**config.mk**
```make
export PLATFORM = sky130hd
export DESIGN_NAME = slpctl_top
export DESIGN_NICKNAME = d
export VERILOG_FILES = /design/src/rtl/slpctl_pkg.sv /design/src/rtl/slpctl_ctrl_reg.sv /design/src/rtl/slpctl_seq.sv /design/src/rtl/slpctl_clkgate.sv /design/src/rtl/slpctl_top.sv
export SDC_FILE = /design/constraint.sdc
export NUM_CORES = 1
export LEC_CHECK = 0
export ABC_AREA = 1
export CAP_MARGIN = 20
export CORE_MARGIN = 2
export CORE_UTILIZATION = 35
export CTS_CLUSTER_DIAMETER = 150
export DETAILED_ROUTE_END_ITERATION = 10
export PLACE_DENSITY = 0.63
export SLEW_MARGIN = 20
export SYNTH_ARGS = -nofsm -noshare
export SYNTH_HDL_FRONTEND = slang
export SYNTH_HIERARCHICAL = 1
export SYNTH_SLANG_ARGS = --single-unit
```
**constraint.sdc**
```tcl
create_clock -name clk -period 1.8 [get_ports clk]
set_input_delay 0.36 -clock clk [delete_from_list [all_inputs] [get_ports clk]]
set_output_delay 0.36 -clock clk [all_outputs]
set_load 0.02 [all_outputs]
```
**src/rtl/slpctl_pkg.sv**
```systemverilog
// Shared types and decode functions for the sleep controller.
// Assumes mode codes are 3 bits wide and that there are five clock domains.
package slpctl_pkg;

    localparam int MODE_W      = 3;
    localparam int HOLD_CYCLES = 4;
    localparam int NUM_DOM     = 5;

    localparam logic [MODE_W-1:0] MODE_IDLE  = 3'b000;
    localparam logic [MODE_W-1:0] MODE_ADCNR = 3'b001;
    localparam logic [MODE_W-1:0] MODE_PDOWN = 3'b010;
    localparam logic [MODE_W-1:0] MODE_PSAVE = 3'b011;
    localparam logic [MODE_W-1:0] MODE_STBY  = 3'b110;

    typedef enum logic [1:0] {
        ST_RUN     = 2'd0,
        ST_SLEEP   = 2'd1,
        ST_STARTUP = 2'd2,
        ST_HOLD    = 2'd3
    } seq_state_e;

    // Bit order of the enable vector: {cpu, flash, io, adc, asy}
    typedef struct packed {
        logic cpu;
        logic flash;
        logic io;
        logic adc;
        logic asy;
    } dom_en_t;

    // True for the codes that name a supported sleep mode
    function automatic logic mode_valid(input logic [MODE_W-1:0] m);
        return (m == MODE_IDLE) || (m == MODE_ADCNR) || (m == MODE_PDOWN) ||
               (m == MODE_PSAVE) || (m == MODE_STBY);
    endfunction

    // Deep modes accept no edge-triggered external wake
    function automatic logic mode_deep(input logic [MODE_W-1:0] m);
        return (m == MODE_PDOWN) || (m == MODE_PSAVE) || (m == MODE_STBY);
    endfunction

    // Modes that stop the main oscillator and need a start-up wait
    function automatic logic mode_osc_off(input logic [MODE_W-1:0] m);
        return (m == MODE_PDOWN) || (m == MODE_PSAVE);
    endfunction

    // Clock domains left running while asleep in mode m
    function automatic dom_en_t mode_gating(input logic [MODE_W-1:0] m);
        dom_en_t e;
        e = '{cpu: 1'b0, flash: 1'b0, io: 1'b0, adc: 1'b0, asy: 1'b0};
        case (m)
            MODE_IDLE:  begin e.io = 1'b1; e.adc = 1'b1; e.asy = 1'b1; end
            MODE_ADCNR: begin e.adc = 1'b1; e.asy = 1'b1; end
            MODE_PSAVE: begin e.asy = 1'b1; end
            default:    ;
        endcase
        return e;
    endfunction

endpackage

```
**src/rtl/slpctl_ctrl_reg.sv**
```systemverilog
// Control register: sleep-enable bit and sleep-mode code.
// Assumes a write and a clear in the same cycle resolve to the clear.
module slpctl_ctrl_reg
    import slpctl_pkg::*;
(
    input  logic              clk,
    input  logic              rst_n,
    input  logic              we,
    input  logic [MODE_W:0]   wdata,
    input  logic              clr,
    output logic              sleep_en,
    output logic [MODE_W-1:0] mode
);

    // Hold the register, cleared by block reset or a reset request
    always_ff @(posedge clk) begin
        if (!rst_n || clr) begin
            sleep_en <= 1'b0;
            mode     <= '0;
        end else if (we) begin
            sleep_en <= wdata[0];
            mode     <= wdata[MODE_W:1];
        end
    end

endmodule

```
**src/rtl/slpctl_seq.sv**
```systemverilog
// Sleep sequencer: RUN -> SLEEP -> (STARTUP) -> HOLD -> RUN, with reset bypass.
// Assumes the interrupt inputs are already masked by their enables.
// Publishes its next state and next mode so the enables can be registered
// on the same edge as the state.
module slpctl_seq
    import slpctl_pkg::*;
#(
    parameter int CNT_W = 8
)(
    input  logic              clk,
    input  logic              rst_n,
    input  logic              sleep_pulse,
    input  logic              sleep_en,
    input  logic [MODE_W-1:0] mode,
    input  logic [CNT_W-1:0]  startup_cycles,
    input  logic              irq_int,
    input  logic              irq_edge,
    input  logic              irq_level,
    input  logic              rst_req,
    output seq_state_e        state_nxt,
    output logic [MODE_W-1:0] mode_nxt,
    output logic              core_stall,
    output logic              resume_pulse,
    output logic              resume_reset
);

    localparam logic [CNT_W-1:0] HOLD_LOAD = CNT_W'(HOLD_CYCLES - 1);

    seq_state_e        st_q;
    logic [CNT_W-1:0]  cnt_q, cnt_n;
    logic [MODE_W-1:0] mode_q;
    logic              pulse_n, rreset_n, wake;

    // Wake qualification: edge interrupts only count in light modes
    assign wake = irq_int || irq_level || (irq_edge && !mode_deep(mode_q));

    // Next-state, counter and strobe decision
    always_comb begin
        state_nxt = st_q;
        cnt_n     = cnt_q;
        mode_nxt  = mode_q;
        pulse_n   = 1'b0;
        rreset_n  = 1'b0;
        case (st_q)
            ST_RUN: begin
                if (sleep_pulse && sleep_en && mode_valid(mode) && !rst_req) begin
                    state_nxt = ST_SLEEP;
                    mode_nxt  = mode;
                end
            end
            ST_SLEEP: begin
                if (wake) begin
                    if (mode_osc_off(mode_q) && (startup_cycles != '0)) begin
                        state_nxt = ST_STARTUP;
                        cnt_n     = startup_cycles - 1'b1;
                    end else begin
                        state_nxt = ST_HOLD;
                        cnt_n     = HOLD_LOAD;
                    end
                end
            end
            ST_STARTUP: begin
                if (cnt_q == '0) begin
                    state_nxt = ST_HOLD;
                    cnt_n     = HOLD_LOAD;
                end else begin
                    cnt_n = cnt_q - 1'b1;
                end
            end
            ST_HOLD: begin
                if (cnt_q == '0) begin
                    state_nxt = ST_RUN;
                    pulse_n   = 1'b1;
                end else begin
                    cnt_n = cnt_q - 1'b1;
                end
            end
            default: state_nxt = ST_RUN;
        endcase
        if (rst_req && (st_q != ST_RUN)) begin
            state_nxt = ST_RUN;
            cnt_n     = '0;
            pulse_n   = 1'b1;
            rreset_n  = 1'b1;
        end
    end

    // State, counter, latched mode and resume strobes
    always_ff @(posedge clk) begin
        if (!rst_n) begin
            st_q         <= ST_RUN;
            cnt_q        <= '0;
            mode_q       <= '0;
            resume_pulse <= 1'b0;
            resume_reset <= 1'b0;
        end else begin
            st_q         <= state_nxt;
            cnt_q        <= cnt_n;
            mode_q       <= mode_nxt;
            resume_pulse <= pulse_n;
            resume_reset <= rreset_n;
        end
    end

    assign core_stall = (st_q != ST_RUN);

endmodule

```
**src/rtl/slpctl_clkgate.sv**
```systemverilog
// Registered per-domain clock enables derived from the next sequencer state.
// Assumes enables drive glitch-free gating cells, so each is a flop output.
module slpctl_clkgate
    import slpctl_pkg::*;
(
    input  logic              clk,
    input  logic              rst_n,
    input  seq_state_e        state_nxt,
    input  logic [MODE_W-1:0] mode_nxt,
    output logic [NUM_DOM-1:0] en
);

    dom_en_t target;

    // Asleep or starting up: mode gating; otherwise every domain runs
    always_comb begin
        if ((state_nxt == ST_SLEEP) || (state_nxt == ST_STARTUP))
            target = mode_gating(mode_nxt);
        else
            target = '{cpu: 1'b1, flash: 1'b1, io: 1'b1, adc: 1'b1, asy: 1'b1};
    end

    for (genvar d = 0; d < NUM_DOM; d++) begin : g_dom
        // One enable flop per domain, set on reset
        always_ff @(posedge clk) begin
            if (!rst_n) en[d] <= 1'b1;
            else        en[d] <= target[d];
        end
    end

endmodule

```
**src/rtl/slpctl_top.sv**
```systemverilog
// Sleep mode clock gating controller top level.
// Assumes one clock domain for the controller itself and that the
// interrupt inputs are already masked by their enables.
module slpctl_top
    import slpctl_pkg::*;
#(
    parameter int CNT_W = 8
)(
    input  logic             clk,
    input  logic             rst_n,
    input  logic             reg_we,
    input  logic [3:0]       reg_wdata,
    output logic [3:0]       reg_rdata,
    input  logic [CNT_W-1:0] startup_cycles,
    input  logic             sleep_pulse,
    input  logic             irq_int,
    input  logic             irq_edge,
    input  logic             irq_level,
    input  logic             rst_req,
    output logic             clk_en_cpu,
    output logic             clk_en_flash,
    output logic             clk_en_io,
    output logic             clk_en_adc,
    output logic             clk_en_async,
    output logic             core_stall,
    output logic             resume_pulse,
    output logic             resume_reset
);

    logic              sleep_en;
    logic [MODE_W-1:0] mode, mode_nxt;
    seq_state_e        state_nxt;
    dom_en_t           en;

    slpctl_ctrl_reg u_reg (
        .clk      (clk),
        .rst_n    (rst_n),
        .we       (reg_we),
        .wdata    (reg_wdata),
        .clr      (rst_req),
        .sleep_en (sleep_en),
        .mode     (mode)
    );

    slpctl_seq #(.CNT_W(CNT_W)) u_seq (
        .clk            (clk),
        .rst_n          (rst_n),
        .sleep_pulse    (sleep_pulse),
        .sleep_en       (sleep_en),
        .mode           (mode),
        .startup_cycles (startup_cycles),
        .irq_int        (irq_int),
        .irq_edge       (irq_edge),
        .irq_level      (irq_level),
        .rst_req        (rst_req),
        .state_nxt      (state_nxt),
        .mode_nxt       (mode_nxt),
        .core_stall     (core_stall),
        .resume_pulse   (resume_pulse),
        .resume_reset   (resume_reset)
    );

    slpctl_clkgate u_gate (
        .clk       (clk),
        .rst_n     (rst_n),
        .state_nxt (state_nxt),
        .mode_nxt  (mode_nxt),
        .en        (en)
    );

    assign reg_rdata    = {mode, sleep_en};
    assign clk_en_cpu   = en.cpu;
    assign clk_en_flash = en.flash;
    assign clk_en_io    = en.io;
    assign clk_en_adc   = en.adc;
    assign clk_en_async = en.asy;

endmodule

```
==> results.py, run 1 <==
metrics = {
    "synth": {
        "synthAdderAreaFrac": 0.0244,
        "synth_flop_cell": "dfxtp_1",
        "yosysWarnings": 6,
        "synth-seq-cells": 23,
        "yosysSeqAreaShare": 0.299,
        "yosysTopAreaCell": "dfxtp_1",
        "syn_area_mm2": 0.00154,
        "synthArstFlopShare": 0,
        "synth_area_leaders": "dfxtp_1 (30%), nand2_1 (19%), inv_1 (9.7%)",
        "ys_types": 25,
        "synth.area.mux_share": 0,
        "synth_top_family_by_area": "simple AND/OR/NAND/NOR gates",
        "syn-instance-count": 250,
        "synth_area_per_cell_um2": 6.17,
        "synth-simple-area-share": 0.426,
        "synth_compound_area_frac": 0.101,
        "yosysMostFrequentCell": "nand2_1",
        "synth.top_cell.area_share": 0.299,
        "synth-xor-area-share": 0.0227,
        "synth_common_cells": "nand2_1 (76), inv_1 (40), nor2_1 (31), dfxtp_1 (23), nand3_1 (16)",
        "synth_edf_count": 0,
        "syn_nets": 273,
    },
    "drt": {
        "drc_errors": 0,
        "drt_pass1_iterations": 4,
        "drt-total-wl_um": 3470,
        "vias": 1612,
        "drt.antenna.violating_nets": 0,
        "routedWlPerCell_um": 9.87,
        "first_iter_violations": 50,
        "post_drt_via_cell_ratio": 4.59,
    },
    "floorplanning": {
        "die_height_um": 70.4,
        "initial_core_util": 0.359,
        "num_rows": 24,
        "boundaryPins": 32,
        "fp.dieW_um": 70.4,
        "core_mm2": 0.00429,
        "dieArea_mm2": 0.00495,
    },
    "place": {
        "hpwl_um": 2790,
        "placed_area_mm2": 0.00202,
        "placed_cells": 347,
        "post-place-ws_ns": -0.268,
        "gp_congestion": 0.789,
        "portBuffers": 31,
    },
    "cells_and_area": {
        "area_growth_pct": 35.3,
        "final_util": 0.486,
        "fin_area_mm2": 0.00209,
        "fin_cells": 351,
        "regArea_um2": 462,
        "layout-drive-gt1-share": 0.151,
        "multi_input_area_um2": 900,
        "fill_cells": 457,
        "layout.nets": 323,
        "diodes": 0,
    },
    "grt": {
        "grt_max_degree": 14,
        "grt.total_usage": 0.153,
        "grt-ovfl-total": 0,
        "grt_pass1_wl_um": 6130,
        "antenna_found_initial": 0,
        "grt_pass1_vias": 1495,
    },
    "power": {
        "power.leakage_nw": 1.05,
        "powerDensity_mw_per_mm2": 497,
        "peakVddDrop_mv": 0.307,
        "total_power_mw": 1.04,
    },
    "clocking": {
        "hold_buffers": 0,
        "clock_latency_ns": 0.27,
        "cts_num_sinks": 23,
        "clockBufferDepth": 2,
        "cts_tree": "built",
        "htree_levels": 1,
        "root_buffer": "clkbuf_8",
        "cts_buffers": 3,
        "clkSlewWorstSetupHoldPaths_ns": 0.08,
    },
    "timing": {
        "min_period_ns": 1.73,
        "slew_headroom": 0.796,
        "setup_viol": 0,
        "finalHoldViolCount": 0,
        "whs_ns": 0.496,
        "rsz0062_at_grt": "false",
        "min_period_over_period": 0.958,
        "final.setup.worst_slack_ns": 0.0747,
        "skew_ns": 0.00673,
        "finalSetupTns_ns": 0,
        "finalMaxSlewViolations": 0,
        "tightest_slew_ns": 0.303,
        "fmaxAchievable_ghz": 0.580,
    },
    "critical_path": {
        "path_class": "register to output port",
        "critPathRequiredTime_ns": 1.44,
        "path_cells": "nor2_4 -> inv_2 -> clkdlybuf4s50_1",
        "cp_max_fo": 3,
        "cp_slowest_cell": "clkdlybuf4s50_1",
        "worstSetupEndpointType": "output port",
        "critPathLaunchType": "register",
        "cp_slowest_stage_delay_ns": 0.59,
        "r2r_setup_slack_ns": 0.22,
        "critPathArrivalTime_ns": 1.37,
    },
    "run": {
        "maxCapViolations": 0,
    },
    "worst_hold_path": {
        "hold_path.class": "register to register",
    },
    "status": {
        "outcome": "finished, final reports clean",
    },
}
==> per-layer routing <==
layer | global-route usage | share of wire | vias up
met1 | 0.174 | 0.44 | 704
met4 | 0.0534 | 0.014 | 0
li1 | - | - | 860
met5 | 0 | 0 | -
met2 | 0.281 | 0.49 | 42
met3 | 0.0317 | 0.058 | 6
==> kinds of logic (layout without fill, tap and decap cells) <==
group	Yosys count	count (layout)
XOR/XNOR	4	4
buffers and inverters	47	96
flip-flops	23	23
AO/OA/AOI/OAI	28	28
AND/OR/NAND/NOR	145	145
adder cells (fa/ha/maj)	3	3
==> area by class of cell <==
type                    count  share of cell area
flip-flops and latches     23               0.221
clock buffers               3              0.0198
inverters                  44              0.0816
clock inverters             1             0.00240
well taps                  52              0.0312
multi-input cells         180               0.431
repair buffers             48               0.212
==> critical path, delay by kind of cell (launching register included) <==
kind          cells  cell delay (ns)
simple gates      1             0.07
buf+inv           2             0.64
flops             1             0.39
==> layout by cell type, fill, tap and decap left out, types with 2 or more instances in the layout <==
cell | synthesis | routed
nand2_1 | 76 | 76
inv_1 | 40 | 40
nor2_1 | 31 | 30
clkdlybuf4s50_1 | 0 | 29
dfxtp_1 | 23 | 22
buf_4 | 2 | 17
nand3_1 | 16 | 15
a21oi_1 | 13 | 13
o21ai_0 | 8 | 8
o21bai_1 | 6 | 6
nor2_2 | 5 | 5
nand2_2 | 4 | 4
xor2_1 | 4 | 4
clkbuf_8 | 0 | 3
inv_2 | 3 | 3
nand3_2 | 2 | 3
nand4_1 | 3 | 3
dlymetal6s2s_1 | 0 | 2
nor2_4 | 1 | 2
nand3b_1 | 2 | 2
nand2_4 | 2 | 2
ha_1 | 3 | 2
==> repair_timing <==
action | CTS | global route
endpoints found under the setup margin | 1 | 11
pin swaps | 0 | 3
hold endpoints to repair | 0 | 0
setup buffers | 0 | 0
resized for setup | 1 | 6
==> sequential cells by signal, indices dropped and copies added, names as in the netlist <==
name	count
u_seq/resume_pulse	1
u_gate/en	4
u_seq/st_q	2
u_seq/mode_q	3
u_reg/mode	3
u_reg/sleep_en	1
u_seq/cnt_q	8
u_seq/resume_reset	1
==> power breakdown <==
part	total (mW)	switching [mW]	internal, mW	leakage, nW
clock	0.321	0.167	0.155	0.0255
combinational	0.191	0.0930	0.0982	0.837
sequential	0.524	0.00759	0.517	0.187
total	1.04	0.267	0.769	1.05
==> final timing paths <==
| kind | endpoint | cells after the start | from |
|---|---|---|---|
| max | core_stall | 3 | u_seq/st_q[1] |
| min | u_reg/mode[2] | 2 | u_reg/mode[2] |
| max reg2reg | u_gate/en[2] | 13 | u_seq/cnt_q[0] |
| min reg2reg | u_reg/mode[2] | 2 | u_reg/mode[2] |
No activity file was read; power rests on OpenSTA's default activity.
==> run 2, diff against run 1 <==
Settings changed: HOLD_SLACK_MARGIN from default to 0.02.
==> results of run 2 <==
The final DEF is identical to that of run 1; final timing and power are the same.
